===== config.mk =====
export PLATFORM = sky130hd
export DESIGN_NAME = acc_exec_unit
export DESIGN_NICKNAME = d
export VERILOG_FILES = /design/src/rtl/acc_pkg.sv /design/src/rtl/acc_alu.sv /design/src/rtl/acc_copy_ctrl.sv /design/src/rtl/acc_state_regs.sv /design/src/rtl/acc_exec_unit.sv
export SDC_FILE = /design/constraint.sdc
export NUM_CORES = 1
export LEC_CHECK = 0
export ABC_AREA = 1
export BUFFER_PORTS_ARGS = -buffer_cell sky130_fd_sc_hd__buf_2
export CAP_MARGIN = 40
export CORE_MARGIN = 2
export CORE_UTILIZATION = 56
export CTS_CLUSTER_SIZE = 16
export DETAILED_ROUTE_END_ITERATION = 10
export PLACE_DENSITY = 0.86
export SKIP_LAST_GASP = 1
export SYNTH_ARGS = -nofsm -noshare
export SYNTH_HDL_FRONTEND = slang
export SYNTH_HIERARCHICAL = 1
export SYNTH_SLANG_ARGS = --single-unit

===== constraint.sdc =====
create_clock -name clk -period 9.6 [get_ports clk]
set_clock_uncertainty 0.05 [all_clocks]
set_input_delay 0 -clock clk [delete_from_list [all_inputs] [get_ports clk]]
set_output_delay 0 -clock clk [all_outputs]
set_load 0.02 [all_outputs]

===== src/rtl/acc_pkg.sv =====
// Shared types for the accumulator execution unit.
// Assumes a 4-bit operation code and a five-flag condition register.
package acc_pkg;

    typedef enum logic [3:0] {
        OP_NOP    = 4'd0,
        OP_LDLIT  = 4'd1,
        OP_ADDLIT = 4'd2,
        OP_STW    = 4'd3,
        OP_ADDF   = 4'd4,
        OP_INVF   = 4'd5,
        OP_DECF   = 4'd6,
        OP_MOVF   = 4'd7,
        OP_COPY   = 4'd8
    } op_e;

    // Bit 0 is carry; field order fixes the status port layout.
    typedef struct packed {
        logic n;
        logic ov;
        logic z;
        logic dc;
        logic c;
    } flags_t;

    localparam int FLAG_W = $bits(flags_t);

endpackage


===== src/rtl/acc_alu.sv =====
// Combinational datapath: selects operands, adds, and forms result, new
// flags, a flag-update mask and the two write enables.
// Assumes op is already forced to OP_NOP when the operation is not accepted.
module acc_alu
    import acc_pkg::*;
#(
    parameter int DATA_W = 8
) (
    input  op_e               op,
    input  logic [DATA_W-1:0] w,
    input  logic [DATA_W-1:0] lit,
    input  logic [DATA_W-1:0] fval,
    input  logic              dst,
    output logic [DATA_W-1:0] res,
    output flags_t            flg,
    output flags_t            upd,
    output logic              we_w,
    output logic              we_f
);
    localparam int NIB = 4;
    localparam int MSB = DATA_W - 1;

    logic [DATA_W-1:0] opa, opb;
    logic [DATA_W:0]   sum;
    logic [NIB:0]      low_sum;

    // Operand selection for the shared adder.
    always_comb begin
        opa = w;
        opb = lit;
        case (op)
            OP_ADDF: opb = fval;
            OP_DECF: begin
                opa = fval;
                opb = '1;
            end
            default: ;
        endcase
    end

    // Shared adder with low-nibble carry.
    always_comb begin
        sum     = {1'b0, opa} + {1'b0, opb};
        low_sum = {1'b0, opa[NIB-1:0]} + {1'b0, opb[NIB-1:0]};
    end

    // Result, flag values, flag mask and destination decode.
    always_comb begin
        res  = '0;
        upd  = '0;
        we_w = 1'b0;
        we_f = 1'b0;
        case (op)
            OP_LDLIT: begin
                res  = lit;
                we_w = 1'b1;
            end
            OP_ADDLIT: begin
                res  = sum[DATA_W-1:0];
                upd  = '1;
                we_w = 1'b1;
            end
            OP_STW: begin
                res  = w;
                we_f = 1'b1;
            end
            OP_ADDF, OP_DECF: begin
                res  = sum[DATA_W-1:0];
                upd  = '1;
                we_w = ~dst;
                we_f = dst;
            end
            OP_INVF: begin
                res   = ~fval;
                upd.z = 1'b1;
                upd.n = 1'b1;
                we_w  = ~dst;
                we_f  = dst;
            end
            OP_MOVF: begin
                res   = fval;
                upd.z = 1'b1;
                upd.n = 1'b1;
                we_w  = ~dst;
                we_f  = dst;
            end
            default: ;
        endcase
        flg.c  = sum[DATA_W];
        flg.dc = low_sum[NIB];
        flg.ov = (opa[MSB] == opb[MSB]) && (sum[MSB] != opa[MSB]);
        flg.z  = (res == '0);
        flg.n  = res[MSB];
    end

    // literal operations never target the file port
    always_comb begin
        lit_no_file_chk: assert (!((op == OP_LDLIT || op == OP_ADDLIT) && we_f));
    end

endmodule


===== src/rtl/acc_copy_ctrl.sv =====
// Two-cycle file-to-file copy: captures the source byte and destination
// address on start, then presents them for one write cycle.
// Assumes start is never raised while pending is high.
module acc_copy_ctrl #(
    parameter int DATA_W = 8,
    parameter int ADDR_W = 8
) (
    input  logic              clk,
    input  logic              rst_n,
    input  logic              start,
    input  logic [DATA_W-1:0] src_data,
    input  logic [ADDR_W-1:0] dst_addr,
    output logic              pending,
    output logic [ADDR_W-1:0] wr_addr,
    output logic [DATA_W-1:0] wr_data
);
    // Holding registers and the write-pending bit.
    always_ff @(posedge clk) begin
        if (!rst_n) begin
            pending <= 1'b0;
            wr_addr <= '0;
            wr_data <= '0;
        end else begin
            pending <= start;
            if (start) begin
                wr_addr <= dst_addr;
                wr_data <= src_data;
            end
        end
    end


    // copy_once_chk: the write cycle lasts exactly one cycle
    copy_once_chk: assert property (@(posedge clk) disable iff (!rst_n)
        pending |=> !pending);


    // copy_start_chk: a start is followed by the write cycle
    copy_start_chk: assert property (@(posedge clk) disable iff (!rst_n)
        start |=> pending);


    // copy_no_overlap_chk: no new copy starts during a write cycle
    copy_no_overlap_chk: assert property (@(posedge clk) disable iff (!rst_n)
        pending |-> !start);

endmodule


===== src/rtl/acc_state_regs.sv =====
// Working register and condition register with per-flag update mask.
// Assumes the mask is zero for operations that keep all flags.
module acc_state_regs
    import acc_pkg::*;
#(
    parameter int DATA_W = 8
) (
    input  logic              clk,
    input  logic              rst_n,
    input  logic              w_we,
    input  logic [DATA_W-1:0] w_d,
    input  flags_t            flg_d,
    input  flags_t            flg_upd,
    output logic [DATA_W-1:0] wreg,
    output flags_t            flags
);
    // Working register load.
    always_ff @(posedge clk) begin
        if (!rst_n)    wreg <= '0;
        else if (w_we) wreg <= w_d;
    end

    // Merge new flag values under the update mask.
    always_ff @(posedge clk) begin
        if (!rst_n) flags <= '0;
        else        flags <= (flags & ~flg_upd) | (flg_d & flg_upd);
    end


    // reset_clear_chk: reset empties both registers
    reset_clear_chk: assert property (@(posedge clk)
        !rst_n |=> (wreg == '0 && flags == '0));

endmodule


===== src/rtl/acc_exec_unit.sv =====
// Top of the accumulator execution unit: accepts one decoded operation per
// cycle unless a copy write is pending, drives the file-register ports and
// holds the working and condition registers.
// Assumes an asynchronous file-register read and a write on the clock edge.
module acc_exec_unit
    import acc_pkg::*;
#(
    parameter int DATA_W = 8,
    parameter int ADDR_W = 8,
    parameter int OP_W   = 4
) (
    input  logic              clk,
    input  logic              rst_n,
    input  logic              op_valid,
    input  logic [OP_W-1:0]   op_code,
    input  logic [DATA_W-1:0] lit,
    input  logic [ADDR_W-1:0] faddr,
    input  logic              dst,
    input  logic [ADDR_W-1:0] cdst_addr,
    output logic [ADDR_W-1:0] frd_addr,
    input  logic [DATA_W-1:0] frd_data,
    output logic              fwr_en,
    output logic [ADDR_W-1:0] fwr_addr,
    output logic [DATA_W-1:0] fwr_data,
    output logic [DATA_W-1:0] wreg,
    output logic [FLAG_W-1:0] status,
    output logic              busy
);
    logic              accept;
    op_e               op_eff;
    logic [DATA_W-1:0] alu_res;
    flags_t            alu_flg, alu_upd, flags_q;
    logic              alu_we_w, alu_we_f;
    logic              copy_start, copy_pend;
    logic [ADDR_W-1:0] copy_addr;
    logic [DATA_W-1:0] copy_data;

    // Gate the operation: drop it while a copy write is pending.
    always_comb begin
        accept     = op_valid && !copy_pend;
        op_eff     = accept ? op_e'(op_code) : OP_NOP;
        copy_start = (op_eff == OP_COPY);
    end

    acc_alu #(.DATA_W(DATA_W)) u_alu (
        .op   (op_eff),
        .w    (wreg),
        .lit  (lit),
        .fval (frd_data),
        .dst  (dst),
        .res  (alu_res),
        .flg  (alu_flg),
        .upd  (alu_upd),
        .we_w (alu_we_w),
        .we_f (alu_we_f)
    );

    acc_copy_ctrl #(.DATA_W(DATA_W), .ADDR_W(ADDR_W)) u_copy (
        .clk      (clk),
        .rst_n    (rst_n),
        .start    (copy_start),
        .src_data (frd_data),
        .dst_addr (cdst_addr),
        .pending  (copy_pend),
        .wr_addr  (copy_addr),
        .wr_data  (copy_data)
    );

    acc_state_regs #(.DATA_W(DATA_W)) u_regs (
        .clk     (clk),
        .rst_n   (rst_n),
        .w_we    (alu_we_w),
        .w_d     (alu_res),
        .flg_d   (alu_flg),
        .flg_upd (alu_upd),
        .wreg    (wreg),
        .flags   (flags_q)
    );

    // File-register port steering: the copy write wins its cycle.
    always_comb begin
        frd_addr = faddr;
        fwr_en   = copy_pend | alu_we_f;
        fwr_addr = copy_pend ? copy_addr : faddr;
        fwr_data = copy_pend ? copy_data : alu_res;
        status   = flags_q;
        busy     = copy_pend;
    end


    // flags_keep_chk: load-immediate, store and copy keep the flags
    flags_keep_chk: assert property (@(posedge clk) disable iff (!rst_n)
        (op_eff == OP_LDLIT || op_eff == OP_STW || op_eff == OP_COPY)
        |=> $stable(status));


    // file_dst_keeps_w_chk: file-destination operations keep the working register
    file_dst_keeps_w_chk: assert property (@(posedge clk) disable iff (!rst_n)
        (dst && (op_eff == OP_ADDF || op_eff == OP_INVF ||
                 op_eff == OP_DECF || op_eff == OP_MOVF)) |=> $stable(wreg));


    // busy_ignore_chk: nothing presented in a write cycle changes state
    busy_ignore_chk: assert property (@(posedge clk) disable iff (!rst_n)
        busy |=> ($stable(wreg) && $stable(status)));


    // copy_write_chk: the write cycle always drives the file port
    copy_write_chk: assert property (@(posedge clk) disable iff (!rst_n)
        busy |-> fwr_en);

endmodule


==> impl_metrics.json <==
{
  "dp_hpwl_microns": 5070,
  "grt-ovfl-total": 0,
  "status": "completed",
  "syn_inst": 454,
  "avgSynthCellArea_sq_um": 5.80,
  "clkTransAtPathRegs_ns": 0.07,
  "worstPathArrival_ns": 3.96,
  "routed_wl_microns": 7020,
  "fillers": 404,
  "die_area_sq_um": 5270,
  "synth_top_area_cell": "dfxtp_1",
  "synth_ff_type": "dfxtp_1",
  "vdd_drop_max_mv": 0.0949,
  "finalCriticalPeriod_ns": 4.01,
  "synth_area_leaders": "dfxtp_1 23%, nand2_1 23%, nor2_1 11%",
  "critical_path_class": "reg2out",
  "synth-seq-area-share_pct": 22.8,
  "yosys_warnings": 6,
  "drive_gt1_share_pct": 22.3,
  "start_util_pct": 59.2,
  "synth_edf_count": 0,
  "layout_common_cells": "158 x nand2_1, 78 x buf_2, 76 x nor2_1",
  "hold_viol": 0,
  "final_common_cell": "nand2_1",
  "hold_end": "u_copy/wr_data[0]",
  "cp-end-kind": "output port",
  "cts_tree": "built",
  "synthDistinctLibCells": 34,
  "synth_top_area_share_pct": 22.8,
  "cts_sinks": 30,
  "num_rows": 24,
  "tightest_slew_ns": 0.747,
  "die_h_microns": 72.6,
  "drtIter0Drc": 243,
  "cts_setup_buffers": 0,
  "rsz0062_at_grt": "no",
  "power_mw": 0.399,
  "clock-root-buffer": "clkbuf_8",
  "syn-num-nets": 503,
  "wire_per_inst_microns": 12.2,
  "placed_area_sq_um": 2880,
  "syn_area_sq_um": 2630,
  "numCtsBuffers": 5,
  "place_congestion": 0.941,
  "viasPerCell": 5.02,
  "max-cap-violations": 0,
  "nNetsFinal": 573,
  "antenna_found_initial": 0,
  "stdcell_area_sq_um": 3060,
  "max_freq_ghz": 0.249,
  "power_leakage_nw": 1.77,
  "hold_path_depth": 5,
  "hold_class": "in2reg",
  "setup_viol": 0,
  "tns_ns": 0,
  "drc_errors": 0,
  "numPortBuffers": 78,
  "postLayoutCoreUtil_pct": 68.8,
  "grt_usage_pct": 27.8,
  "crit_required_ns": 9.55,
  "fin_crit_sh_pct": 41.8,
  "seq_area_sq_um": 601,
  "worst-r2r-setup-slack_ns": 5.62,
  "hp-start": "frd_data[0]",
  "cp_max_fo": 19,
  "num_vias": 2899,
  "multi_input_area_sq_um": 1510,
  "cts_max_level": 2,
  "drt_first_pass_iters": 5,
  "cts_max_path_buffers": 2,
  "slew_headroom_pct": 50.1,
  "clock_latency_ns": 0.30,
  "antennaDiodeCount": 0,
  "grt_first_pass_wirelength_microns": 11600,
  "drtAntennaViolNets": 0,
  "async_reset_ff_share_pct": 0,
  "cellPowerDensity_nw_per_um2": 131,
  "die_w_microns": 72.6,
  "maxSlewViolCount": 0,
  "ys_ff_latch": 30,
  "syn2layout_area_growth_pct": 16.1,
  "cp-start-kind": "flop",
  "grt_max_degree": 31,
  "r2r_start": "u_copy/pending",
  "fp.coreArea_sq_um": 4440,
  "rr_worst_depth": 24,
  "ioPinCount": 79,
  "grt_pass1_vias": 2684
}
==> synthesized netlist by cell type (4+ instances only) <==
master / number
a21oi_1: 7
buf_4: 15
buf_6: 5
dfxtp_1: 30
ha_1: 8
inv_1: 68
inv_2: 5
nand2_1: 158
nand2_2: 6
nand2_4: 4
nand3_1: 17
nand4_1: 4
nor2_1: 77
o21ai_0: 4
o21ai_1: 9
o22ai_1: 12
==> metrics by stage <==
step	cells	hold WS [ns]	setup WS (ns)
3_5_place_dp	561	0.187	5.70
3_3_place_gp	560	0.184	5.87
5_1_grt	577	0.0275	5.26
4_1_cts	577	0.00203	5.64
2_1_floorplan	454	0.0626	6.35
6_report	577	0.000657	5.59
==> worst max-delay path, stage by stage (launching register included) <==
cell and delay [ns]:
dfxtp_1 0.55, inv_8 0.24, nand2_1 0.11, nor2_1 0.35
inv_2 0.06, nor2_1 0.18, nand2_1 0.35, o21ai_0 0.29
ha_1 0.23, inv_1 0.07, fa_1 0.35, inv_1 0.07
nand2_1 0.06, nand2_1 0.09, nand3_1 0.09, nand2_1 0.08
nand2_1 0.05, nand3_1 0.06, nand2_1 0.08, nand2_1 0.08
nand2_1 0.07, buf_2 0.16
==> cell families after synthesis <==
kind of cell    after synthesis  synth area share, %
fa+ha+maj                     9                 4.56
simple gates                278                 44.4
flops                        30                 22.8
compound gates               36                 7.84
buf+inv                     100                 19.9
mux                           1                0.428
==> final cells by class <==
class	count	share of cell area, %
Clock buffer	6	2.70
Clock inverter	2	0.410
Inverter	75	9.54
Multi-Input combinational cell	324	49.4
Sequential cell	30	19.7
Tap cell	52	2.13
Timing Repair Buffer	88	16.1
==> routing by layer <==
layer  vias up  wire, microns  global-route usage (%)
li1       1494              -                       -
met1      1274           3060                    34.7
met2       113           3310                    46.7
met3        18            484                    5.83
met4         0            172                    10.7
met5         -              0                       0
==> report_power, final <==
| group | internal (mW) | switching [mW] |
|---|---|---|
| Sequential | 0.131 | 0.00529 |
| Clock | 0.0576 | 0.0547 |
| Combinational | 0.0550 | 0.0954 |
==> worst max-delay path by stage <==
stage	end	startpoint	depth (start not counted)	slack [ns]
floorplan	flop	u_copy/pending	26	6.35
global placement	flop	u_copy/pending	25	5.87
detailed placement	flop	u_copy/pending	25	5.70
CTS	fwr_data[6]	u_copy/pending	21	5.64
global route	flop	u_copy/pending	24	5.26
finish	fwr_data[6]	u_copy/pending	21	5.59
==> what timing repair did <==
item | 4_1_cts | 5_1_grt
hold buffers | 8 | 0
gates resized for setup | 0 | 0
endpoints found under the hold margin | 8 | 0
(Power assumes the default switching activity.)
